$ cat src/rtl/acc_exec_pkg.sv
package acc_exec_pkg;

    localparam int unsigned OP_W = 6;

    typedef enum logic [OP_W-1:0] {
        OP_NOP     = 6'd0,
        OP_ADD_R   = 6'd1,
        OP_ADD_I   = 6'd2,
        OP_ADD_M   = 6'd3,
        OP_SUB_R   = 6'd4,
        OP_SUB_I   = 6'd5,
        OP_SUB_M   = 6'd6,
        OP_AND_R   = 6'd7,
        OP_AND_I   = 6'd8,
        OP_AND_M   = 6'd9,
        OP_OR_R    = 6'd10,
        OP_OR_I    = 6'd11,
        OP_OR_M    = 6'd12,
        OP_XOR_R   = 6'd13,
        OP_XOR_I   = 6'd14,
        OP_XOR_M   = 6'd15,
        OP_COM_A   = 6'd16,
        OP_COM_M   = 6'd17,
        OP_INC_A   = 6'd18,
        OP_INC_M   = 6'd19,
        OP_DEC_A   = 6'd20,
        OP_DEC_M   = 6'd21,
        OP_INCSZ_A = 6'd22,
        OP_INCSZ_M = 6'd23,
        OP_DECSZ_A = 6'd24,
        OP_DECSZ_M = 6'd25,
        OP_ROL_A   = 6'd26,
        OP_ROL_M   = 6'd27,
        OP_ROR_A   = 6'd28,
        OP_ROR_M   = 6'd29,
        OP_SWAP_A  = 6'd30,
        OP_SWAP_M  = 6'd31,
        OP_LOAD    = 6'd32,
        OP_LOADI   = 6'd33,
        OP_STORE   = 6'd34,
        OP_CLR_M   = 6'd35,
        OP_CLR_A   = 6'd36,
        OP_BSET    = 6'd37,
        OP_BCLR    = 6'd38,
        OP_TSTCLR  = 6'd39,
        OP_TSTSET  = 6'd40
    } op_e;

endpackage

$ cat src/rtl/acc_exec_arith.sv
module acc_exec_arith #(
    parameter int unsigned W = 8
) (
    input  logic [W-1:0] a_i,
    input  logic [W-1:0] o_i,
    output logic [W-1:0] sum_o,
    output logic         sum_c_o,
    output logic [W-1:0] diff_o,
    output logic         diff_c_o,
    output logic [W-1:0] inc_o,
    output logic [W-1:0] dec_o
);
    logic [W:0] sum_w;
    logic [W:0] diff_w;

    always_comb begin
        sum_w    = {1'b0, o_i} + {1'b0, a_i};
        diff_w   = {1'b0, o_i} - {1'b0, a_i};
        sum_o    = sum_w[W-1:0];
        sum_c_o  = sum_w[W];
        diff_o   = diff_w[W-1:0];
        diff_c_o = ~diff_w[W];
        inc_o    = o_i + W'(1);
        dec_o    = o_i - W'(1);
    end
endmodule

$ cat src/rtl/acc_exec_shift.sv
module acc_exec_shift #(
    parameter int unsigned W = 8
) (
    input  logic [W-1:0] o_i,
    input  logic         c_i,
    output logic [W-1:0] rol_o,
    output logic         rol_c_o,
    output logic [W-1:0] ror_o,
    output logic         ror_c_o,
    output logic [W-1:0] swap_o
);
    localparam int unsigned H = W / 2;

    always_comb begin
        rol_o   = {o_i[W-2:0], c_i};
        rol_c_o = o_i[W-1];
        ror_o   = {c_i, o_i[W-1:1]};
        ror_c_o = o_i[0];
        swap_o  = {o_i[H-1:0], o_i[W-1:H]};
    end
endmodule

$ cat src/rtl/acc_exec_bits.sv
module acc_exec_bits #(
    parameter int unsigned W  = 8,
    parameter int unsigned BW = 3
) (
    input  logic [W-1:0]  o_i,
    input  logic [BW-1:0] idx_i,
    output logic [W-1:0]  set_o,
    output logic [W-1:0]  clr_o,
    output logic          bit_o
);
    logic [W-1:0] mask;

    always_comb begin
        mask  = W'(1) << idx_i;
        set_o = o_i | mask;
        clr_o = o_i & ~mask;
        bit_o = |(o_i & mask);
    end
endmodule

$ cat src/rtl/acc_exec.sv
module acc_exec
    import acc_exec_pkg::*;
#(
    parameter int unsigned W  = 8,
    parameter int unsigned BW = $clog2(W)
) (
    input  logic            clk,
    input  logic            rst_n,
    input  logic            in_valid,
    input  logic [OP_W-1:0] in_op,
    input  logic [W-1:0]    in_acc,
    input  logic [W-1:0]    in_opnd,
    input  logic [BW-1:0]   in_bit,
    input  logic            in_z,
    input  logic            in_c,
    output logic            out_valid,
    output logic [W-1:0]    out_result,
    output logic            out_wr_acc,
    output logic            out_wr_reg,
    output logic            out_z,
    output logic            out_c,
    output logic            out_skip
);
    typedef struct packed {
        logic         valid;
        logic [W-1:0] result;
        logic         wr_acc;
        logic         wr_reg;
        logic         z;
        logic         c;
        logic         skip;
    } ex_t;

    ex_t st_d, st_q;

    logic [W-1:0] sum_v, diff_v, inc_v, dec_v;
    logic         sum_c, diff_c;
    logic [W-1:0] rol_v, ror_v, swap_v;
    logic         rol_c, ror_c;
    logic [W-1:0] set_v, clr_v;
    logic         bit_v;
    logic         upd_z;

    acc_exec_arith #(.W(W)) u_arith (
        .a_i(in_acc), .o_i(in_opnd),
        .sum_o(sum_v), .sum_c_o(sum_c),
        .diff_o(diff_v), .diff_c_o(diff_c),
        .inc_o(inc_v), .dec_o(dec_v)
    );

    acc_exec_shift #(.W(W)) u_shift (
        .o_i(in_opnd), .c_i(in_c),
        .rol_o(rol_v), .rol_c_o(rol_c),
        .ror_o(ror_v), .ror_c_o(ror_c),
        .swap_o(swap_v)
    );

    acc_exec_bits #(.W(W), .BW(BW)) u_bits (
        .o_i(in_opnd), .idx_i(in_bit),
        .set_o(set_v), .clr_o(clr_v), .bit_o(bit_v)
    );

    always_comb begin
        st_d        = st_q;
        st_d.valid  = 1'b0;
        st_d.wr_acc = 1'b0;
        st_d.wr_reg = 1'b0;
        st_d.skip   = 1'b0;
        upd_z       = 1'b0;
        if (in_valid) begin
            st_d.valid  = 1'b1;
            st_d.result = in_opnd;
            st_d.z      = in_z;
            st_d.c      = in_c;
            case (op_e'(in_op))
                OP_ADD_R, OP_ADD_I: begin st_d.result = sum_v; st_d.c = sum_c; upd_z = 1'b1; st_d.wr_acc = 1'b1; end
                OP_ADD_M:           begin st_d.result = sum_v; st_d.c = sum_c; upd_z = 1'b1; st_d.wr_reg = 1'b1; end
                OP_SUB_R, OP_SUB_I: begin st_d.result = diff_v; st_d.c = diff_c; upd_z = 1'b1; st_d.wr_acc = 1'b1; end
                OP_SUB_M:           begin st_d.result = diff_v; st_d.c = diff_c; upd_z = 1'b1; st_d.wr_reg = 1'b1; end
                OP_AND_R, OP_AND_I: begin st_d.result = in_opnd & in_acc; upd_z = 1'b1; st_d.wr_acc = 1'b1; end
                OP_AND_M:           begin st_d.result = in_opnd & in_acc; upd_z = 1'b1; st_d.wr_reg = 1'b1; end
                OP_OR_R, OP_OR_I:   begin st_d.result = in_opnd | in_acc; upd_z = 1'b1; st_d.wr_acc = 1'b1; end
                OP_OR_M:            begin st_d.result = in_opnd | in_acc; upd_z = 1'b1; st_d.wr_reg = 1'b1; end
                OP_XOR_R, OP_XOR_I: begin st_d.result = in_opnd ^ in_acc; upd_z = 1'b1; st_d.wr_acc = 1'b1; end
                OP_XOR_M:           begin st_d.result = in_opnd ^ in_acc; upd_z = 1'b1; st_d.wr_reg = 1'b1; end
                OP_COM_A:           begin st_d.result = ~in_opnd; upd_z = 1'b1; st_d.wr_acc = 1'b1; end
                OP_COM_M:           begin st_d.result = ~in_opnd; upd_z = 1'b1; st_d.wr_reg = 1'b1; end
                OP_INC_A:           begin st_d.result = inc_v; upd_z = 1'b1; st_d.wr_acc = 1'b1; end
                OP_INC_M:           begin st_d.result = inc_v; upd_z = 1'b1; st_d.wr_reg = 1'b1; end
                OP_DEC_A:           begin st_d.result = dec_v; upd_z = 1'b1; st_d.wr_acc = 1'b1; end
                OP_DEC_M:           begin st_d.result = dec_v; upd_z = 1'b1; st_d.wr_reg = 1'b1; end
                OP_INCSZ_A:         begin st_d.result = inc_v; st_d.skip = ~|inc_v; st_d.wr_acc = 1'b1; end
                OP_INCSZ_M:         begin st_d.result = inc_v; st_d.skip = ~|inc_v; st_d.wr_reg = 1'b1; end
                OP_DECSZ_A:         begin st_d.result = dec_v; st_d.skip = ~|dec_v; st_d.wr_acc = 1'b1; end
                OP_DECSZ_M:         begin st_d.result = dec_v; st_d.skip = ~|dec_v; st_d.wr_reg = 1'b1; end
                OP_ROL_A:           begin st_d.result = rol_v; st_d.c = rol_c; st_d.wr_acc = 1'b1; end
                OP_ROL_M:           begin st_d.result = rol_v; st_d.c = rol_c; st_d.wr_reg = 1'b1; end
                OP_ROR_A:           begin st_d.result = ror_v; st_d.c = ror_c; st_d.wr_acc = 1'b1; end
                OP_ROR_M:           begin st_d.result = ror_v; st_d.c = ror_c; st_d.wr_reg = 1'b1; end
                OP_SWAP_A:          begin st_d.result = swap_v; st_d.wr_acc = 1'b1; end
                OP_SWAP_M:          begin st_d.result = swap_v; st_d.wr_reg = 1'b1; end
                OP_LOAD:            begin upd_z = 1'b1; st_d.wr_acc = 1'b1; end
                OP_LOADI:           begin st_d.wr_acc = 1'b1; end
                OP_STORE:           begin st_d.result = in_acc; upd_z = 1'b1; st_d.wr_reg = 1'b1; end
                OP_CLR_M:           begin st_d.result = '0; upd_z = 1'b1; st_d.wr_reg = 1'b1; end
                OP_CLR_A:           begin st_d.result = '0; upd_z = 1'b1; st_d.wr_acc = 1'b1; end
                OP_BSET:            begin st_d.result = set_v; st_d.wr_reg = 1'b1; end
                OP_BCLR:            begin st_d.result = clr_v; st_d.wr_reg = 1'b1; end
                OP_TSTCLR:          begin st_d.skip = ~bit_v; end
                OP_TSTSET:          begin st_d.skip = bit_v; end
                default:            begin end
            endcase
            if (upd_z) begin
                st_d.z = ~|st_d.result;
            end
        end
    end

    always_ff @(posedge clk) begin
        if (!rst_n) begin
            st_q <= '0;
        end else begin
            st_q <= st_d;
        end
    end

    assign out_valid  = st_q.valid;
    assign out_result = st_q.result;
    assign out_wr_acc = st_q.wr_acc;
    assign out_wr_reg = st_q.wr_reg;
    assign out_z      = st_q.z;
    assign out_c      = st_q.c;
    assign out_skip   = st_q.skip;
endmodule

$ cat config.mk
export PLATFORM = sky130hd
export DESIGN_NAME = acc_exec
export DESIGN_NICKNAME = d
export VERILOG_FILES = /design/src/rtl/acc_exec_pkg.sv /design/src/rtl/acc_exec_arith.sv /design/src/rtl/acc_exec_shift.sv /design/src/rtl/acc_exec_bits.sv /design/src/rtl/acc_exec.sv
export SDC_FILE = /design/constraint.sdc
export NUM_CORES = 1
export LEC_CHECK = 0
export BUFFER_PORTS_ARGS = -buffer_cell sky130_fd_sc_hd__buf_2
export CAP_MARGIN = 15
export CORE_UTILIZATION = 40
export CTS_BUF_LIST = sky130_fd_sc_hd__clkbuf_8
export CTS_CLUSTER_DIAMETER = 30
export DETAILED_ROUTE_END_ITERATION = 7
export PLACE_DENSITY = 0.57
export REMOVE_ABC_BUFFERS = 1
export SLEW_MARGIN = 40
export SYNTH_ARGS = -nofsm -noshare
export SYNTH_HDL_FRONTEND = slang
export SYNTH_HIERARCHICAL = 1
export SYNTH_SLANG_ARGS = --single-unit
export TNS_END_PERCENT = 100
$ cat constraint.sdc
create_clock -name clk -period 4.9 [get_ports clk]
set_clock_uncertainty 0.05 [all_clocks]
set_input_delay 0.49 -clock clk [delete_from_list [all_inputs] [get_ports clk]]
set_output_delay 0.49 -clock clk [all_outputs]
set_load 0.02 [all_outputs]
== Word-level counts from Yosys, hierarchy flattened ==
Cells that the tools add are included.
W data, S select, Z words.
Storage, ports and cells
  register bits: 14
  output and inout port bits: 14
Cells by class
  $add $sub $neg: 4
  equal/unequal tests: 40
  shift operators: 1
  mux-type cells: 10
  bitwise operators: 10
  reduce and logical (&&, ||, !) cells: 25
Operators with widths (number)
  $pmux W8 S15: 1
  $eq A6 B5 Y1 const B: 16
  $eq A6 B6 Y1 const B: 9
  $eq A6 B4 Y1 const B: 8
  $reduce_or A8 Y1: 4
  $reduce_or A25 Y1: 1
  $and A8 B8 Y8: 3
  $eq A6 B3 Y1 const B: 4
  $reduce_or A21 Y1: 1
  $reduce_or A17 Y1: 1
  $not A8 Y8: 2
  $or A8 B8 Y8: 2
  $reduce_or A3 Y1: 5
  $mux W14: 1
  $reduce_or A2 Y1: 7
  $eq A6 B2 Y1 const B: 2
  $add A8 B8 Y9: 1
  $sub A8 B8 Y9: 1
  $add A8 B1 Y8 const B: 1
  $mux W8: 1
  $pmux W1 S4: 2
  $reduce_or A4 Y1: 2
  $shl A1 B3 Y8 const A: 1
  $sub A8 B1 Y8 const B: 1
  6 further kinds: 13

== Longest topological paths before layout ==
  depth in word-level cells: 9
  mapped depth: 13
  mapped depth without buffers: 12

== Cells and area by module ==
Netlist, hierarchy kept.
By module, submodules not included
  acc_exec: times used 1, cells an instance 296, area each 2164.6 µm², seq. area each 280.3 µm²
  acc_exec_arith: times used 1, cells an instance 140, area each 999.7 µm², seq. area each 0.0 µm²
  acc_exec_bits: times used 1, cells an instance 31, area each 241.5 µm², seq. area each 0.0 µm²
  acc_exec_shift: times used 1, cells an instance 26, area each 195.2 µm², seq. area each 0.0 µm²

== Least setup slack after synthesis ==
Ideal clock, no wire load.
  path type: input port to flip-flop
  start: input in_acc[7]
  end: register st_q, in the netlist out_z
  setup time: 60 ps
  arrival time: 2713 ps
  data required time: 4790 ps
  path slack: 2077 ps
  stages on the path: 12
  path buffers: 0
  path through: inv_1 ha_1 inv_1 or3_1 a211oi_1 a211oi_1 a22o_1 a22oi_1 nand4_1 a211oi_1 nor4bb_1 a32o_1
On the way
  longest elaborated chain between the ends: 6
  elaborated cells on any way between the ends: 10
  those cells by class: 2 x add/sub; 3 x mux; 3 x bitwise; 2 x reduce/logical
RTL lines
  start: declaration: line acc_exec.sv:11  | input logic [W-1:0] in_acc,
  $add A8 B8 Y9: line acc_exec_arith.sv:17  | sum_w = {1'b0, o_i} + {1'b0, a_i};
  named net sum_v[7]: line acc_exec.sv:36  | logic [W-1:0] sum_v, diff_v, inc_v, dec_v;
  $pmux W8 S15: line acc_exec.sv:75  | case (op_e'(in_op))
  $mux W8: line acc_exec.sv:70  | if (in_valid) begin
  $reduce_or A8 Y1: line acc_exec.sv:114  | st_d.z = ~|st_d.result;
  $logic_not A1 Y1: line acc_exec.sv:114
  $mux W1: line acc_exec.sv:113  | if (upd_z) begin
  end signal: assignment: line acc_exec.sv:123  | st_q <= st_d;
  end: declaration: line acc_exec.sv:34  | ex_t st_d, st_q;
The timed path passes the listed nets, and every way through them passes these cells. The select of a mux whose other input is x is not followed.
A chain may end at the register's enable or synchronous reset.

== Final worst setup path ==
  start: input in_opnd[1]
  end: register st_q, in the netlist out_z
On the way
  longest elaborated chain between the ends: 6
  elaborated cells on any way between the ends: 15
  those cells by class: 4 x add/sub; 3 x mux; 6 x bitwise; 2 x reduce/logical
RTL lines
  start: declaration: line acc_exec.sv:12  | input logic [W-1:0] in_opnd,
  $add A8 B8 Y9: line acc_exec_arith.sv:17
  named net sum_v[7]: line acc_exec.sv:36
  $pmux W8 S15: line acc_exec.sv:75
  $mux W8: line acc_exec.sv:70
  $reduce_or A8 Y1: line acc_exec.sv:114
  $logic_not A1 Y1: line acc_exec.sv:114
  $mux W1: line acc_exec.sv:113
The timed path passes the listed nets, and every way through them passes these cells. The select of a mux whose other input is x is not followed.

==> flow_summary.toml <==
[drt]
first_pass_iters = 6
wirelength_um = 11500
vias_per_cell = 6.42
drtAntennaViolNets = 0
drt-wirelength-per-cell_um = 19.6
vias = 3785
drc = 0
drtIter0Drc = 445

[finish]
area_delta_synth_final_pct = 0.834
layout-drive-gt1-share_pct = 13.3
nets = 549
finish.utilization_pct = 41.6
final_cell_mix = "53 x nor2_1, 44 x inv_1, 42 x buf_2"
diodes = 0
layout_commonest_cell = "nor2_1"
largest_register_ffs = 8
stdcell_count = 590
fillCellCount = 917

[global_routing]
globalRouteOverflowTotal = 0
grt_pass1_wl_um = 18300
grt_max_degree = 38
grt_antenna_before_repair = 0
grt_pass1_vias = 3499
grt_usage_pct = 23.9

[place]
dp_hpwl_um = 8480
dp_cells = 586
io_buffers = 43
gp_congestion = 0.958

[timing]
tightestPinTransition_ns = 0.757
period_share_pct = 68.0
rsz0062_at_grt = "false"
fmax_mhz = 300
setup_viol = 0
finalSetupTns_ns = 0
final.min_clock_period_ns = 3.33
finalMaxSlewViolations = 0
relSlewSlack_pct = 49.3
finalHoldViolCount = 0

[clocking]
cts.clk_slew.worst_paths_ns = 0.06
cts_buffer_depth = 2
post_cts_resized = 0
cts_setup_buffers = 0
cts_max_level = 1
root_buffer = "clkbuf_8"
cts_hold_buf = 0
cts_tree = "yes"
clock_sink_count = 14
numCtsBuffers = 3
worstSkewPairLatency_ns = 0.24

[floorplan]
die_x_um = 96.9
die_area_mm2 = 0.00939
row_count = 34
chipHeight_um = 96.9
pin_count = 44
core_area_mm2 = 0.00872
initial_core_util_pct = 41.3

[synth]
synth_ff_type = "dfxtp_1"
synth.ff_latch_count = 14
synth_edf_count = 0
seq_area_frac_synth_pct = 7.78
avgSynthCellArea_um2 = 7.30
synthesis.area_mm2 = 0.00360
yosysUniqueCellTypes = 75
syn-instance-count = 493
yosys_warnings = 6
async_flop_share_pct = 0

[power]
p_sw_uw = 244
swShare_pct = 44.2
p_seq_share_pct = 22.7
ir_drop_mv = 0.0951
clkPwrFrac_pct = 20.0
combPwrFrac_pct = 57.3
leakage_uw = 0.00162
intPower_uw = 308
power_density_mw_per_mm2 = 152

[worst_setup_path]
crit_type = "in2reg"
cp-start-kind = "input pin"
worstPathRequired_ns = 5.03
worst-path-buf-inv = 1
cpMaxStageDelayCell = "a221oi_1"
slowest_delay_ns = 0.53
worst-path-max-fanout = 19
critPathTopFamily = "compound AO/OA/AOI/OAI gates"
arrival_ns = 3.47
worst_path_most_repeated_cell = "a211oi_1"
endpoint_kind = "flip-flop"
path_cells = "buf_2 > ha_1 > nand2b_1 > a221oi_1 > a21o_1 > a211oi_1 > a22o_1 > a22oi_1 > nand4_1 > a211oi_1 > nor4bb_1 > a32o_1"

[run]
maxCapViolations = 0

[hold_path]
hold_path.class = "reg2reg"

[outcome]
status = "finished clean"
## metrics by stage
step	hold WS [ns]	area (um^2)	total power, uW	worst slack (ns)
after CTS	0.434	3620	548	1.61
after global placement	0.423	3560	435	1.42
after detailed placement	0.426	3570	436	1.36
after global routing	0.465	3630	592	1.36
final	0.432	3630	553	1.57
after floorplan	0.506	3210	317	2.08
## final cells by class
class | instances | area [um^2] | share of cell area [%]
clock buffers | 4 | 55.1 | 1.52
multi-input cells | 375 | 2770 | 76.2
repair buffers | 44 | 225 | 6.20
well taps | 108 | 135 | 3.72
flip-flops and latches | 14 | 280 | 7.72
inverters | 45 | 169 | 4.65
## cells by family after synthesis
group / share of synthesized area [%]
AND/OR/NAND/NOR: 25.7
AO/OA/AOI/OAI: 26.9
buffers and inverters: 15.6
adder cells (fa/ha/maj): 12.9
XOR/XNOR: 4.86
multiplexers: 6.22
flip-flops: 7.78
## power by group through the flow
| stage | Clock [uW] | Combinational (uW) | Sequential [uW] |
|---|---|---|---|
| global route | 122 | 344 | 127 |
| detailed placement | 0 | 308 | 128 |
| finish | 110 | 317 | 126 |
| global placement | 0 | 307 | 128 |
| CTS | 114 | 309 | 126 |
| floorplan | 0 | 179 | 138 |
## Yosys cell counts (6+ instances only)
library cell / count / area share [%]
nor2_1: 53 / 5.5
inv_1: 44 / 4.6
ha_1: 34 / 12
buf_4: 29 / 6.0
nand2_1: 24 / 2.5
a21oi_1: 21 / 2.9
a211oi_1: 17 / 3.5
mux2i_1: 16 / 4.4
a22oi_1: 15 / 3.1
o21ai_0: 15 / 2.1
dfxtp_1: 14 / 7.8
xnor2_1: 13 / 3.2
clkbuf_1: 12 / 1.3
nand3_1: 12 / 1.7
nor3_1: 11 / 1.5
nand2b_1: 10 / 1.7
buf_2: 9 / 1.3
nor2b_1: 8 / 1.4
a221oi_1: 7 / 1.7
a22o_1: 7 / 1.7
buf_6: 7 / 2.2
nand4_1: 7 / 1.2
xor2_1: 7 / 1.7
and2_1: 6 / 1.0
o21a_1: 6 / 1.3
## worst min-delay path: stages (launching register included)
cell	delay (ns)
dfxtp_1	0.31
nor2_1	0.08
a211oi_1	0.05
## layer usage
layer | vias to the layer above | global-route usage (%) | routed length, um
li1 | 1740 | - | -
met1 | 1781 | 31.9 | 4710
met2 | 233 | 37.3 | 5180
met3 | 31 | 4.91 | 1210
met4 | 0 | 9.99 | 450
met5 | - | 0 | 0
## path summary, 6_finish.rpt
kind | endpoint | slack (ns) | from | cells past startpoint
setup / recovery | out_z | 1.57 | in_opnd[1] | 12
hold / removal | out_result[2] | 0.43 | out_result[2] | 2
setup reg to reg | out_z | 3.89 | out_z | 3
hold reg to reg | out_result[2] | 0.43 | out_result[2] | 2
No activity file was read; power rests on OpenSTA's default activity.
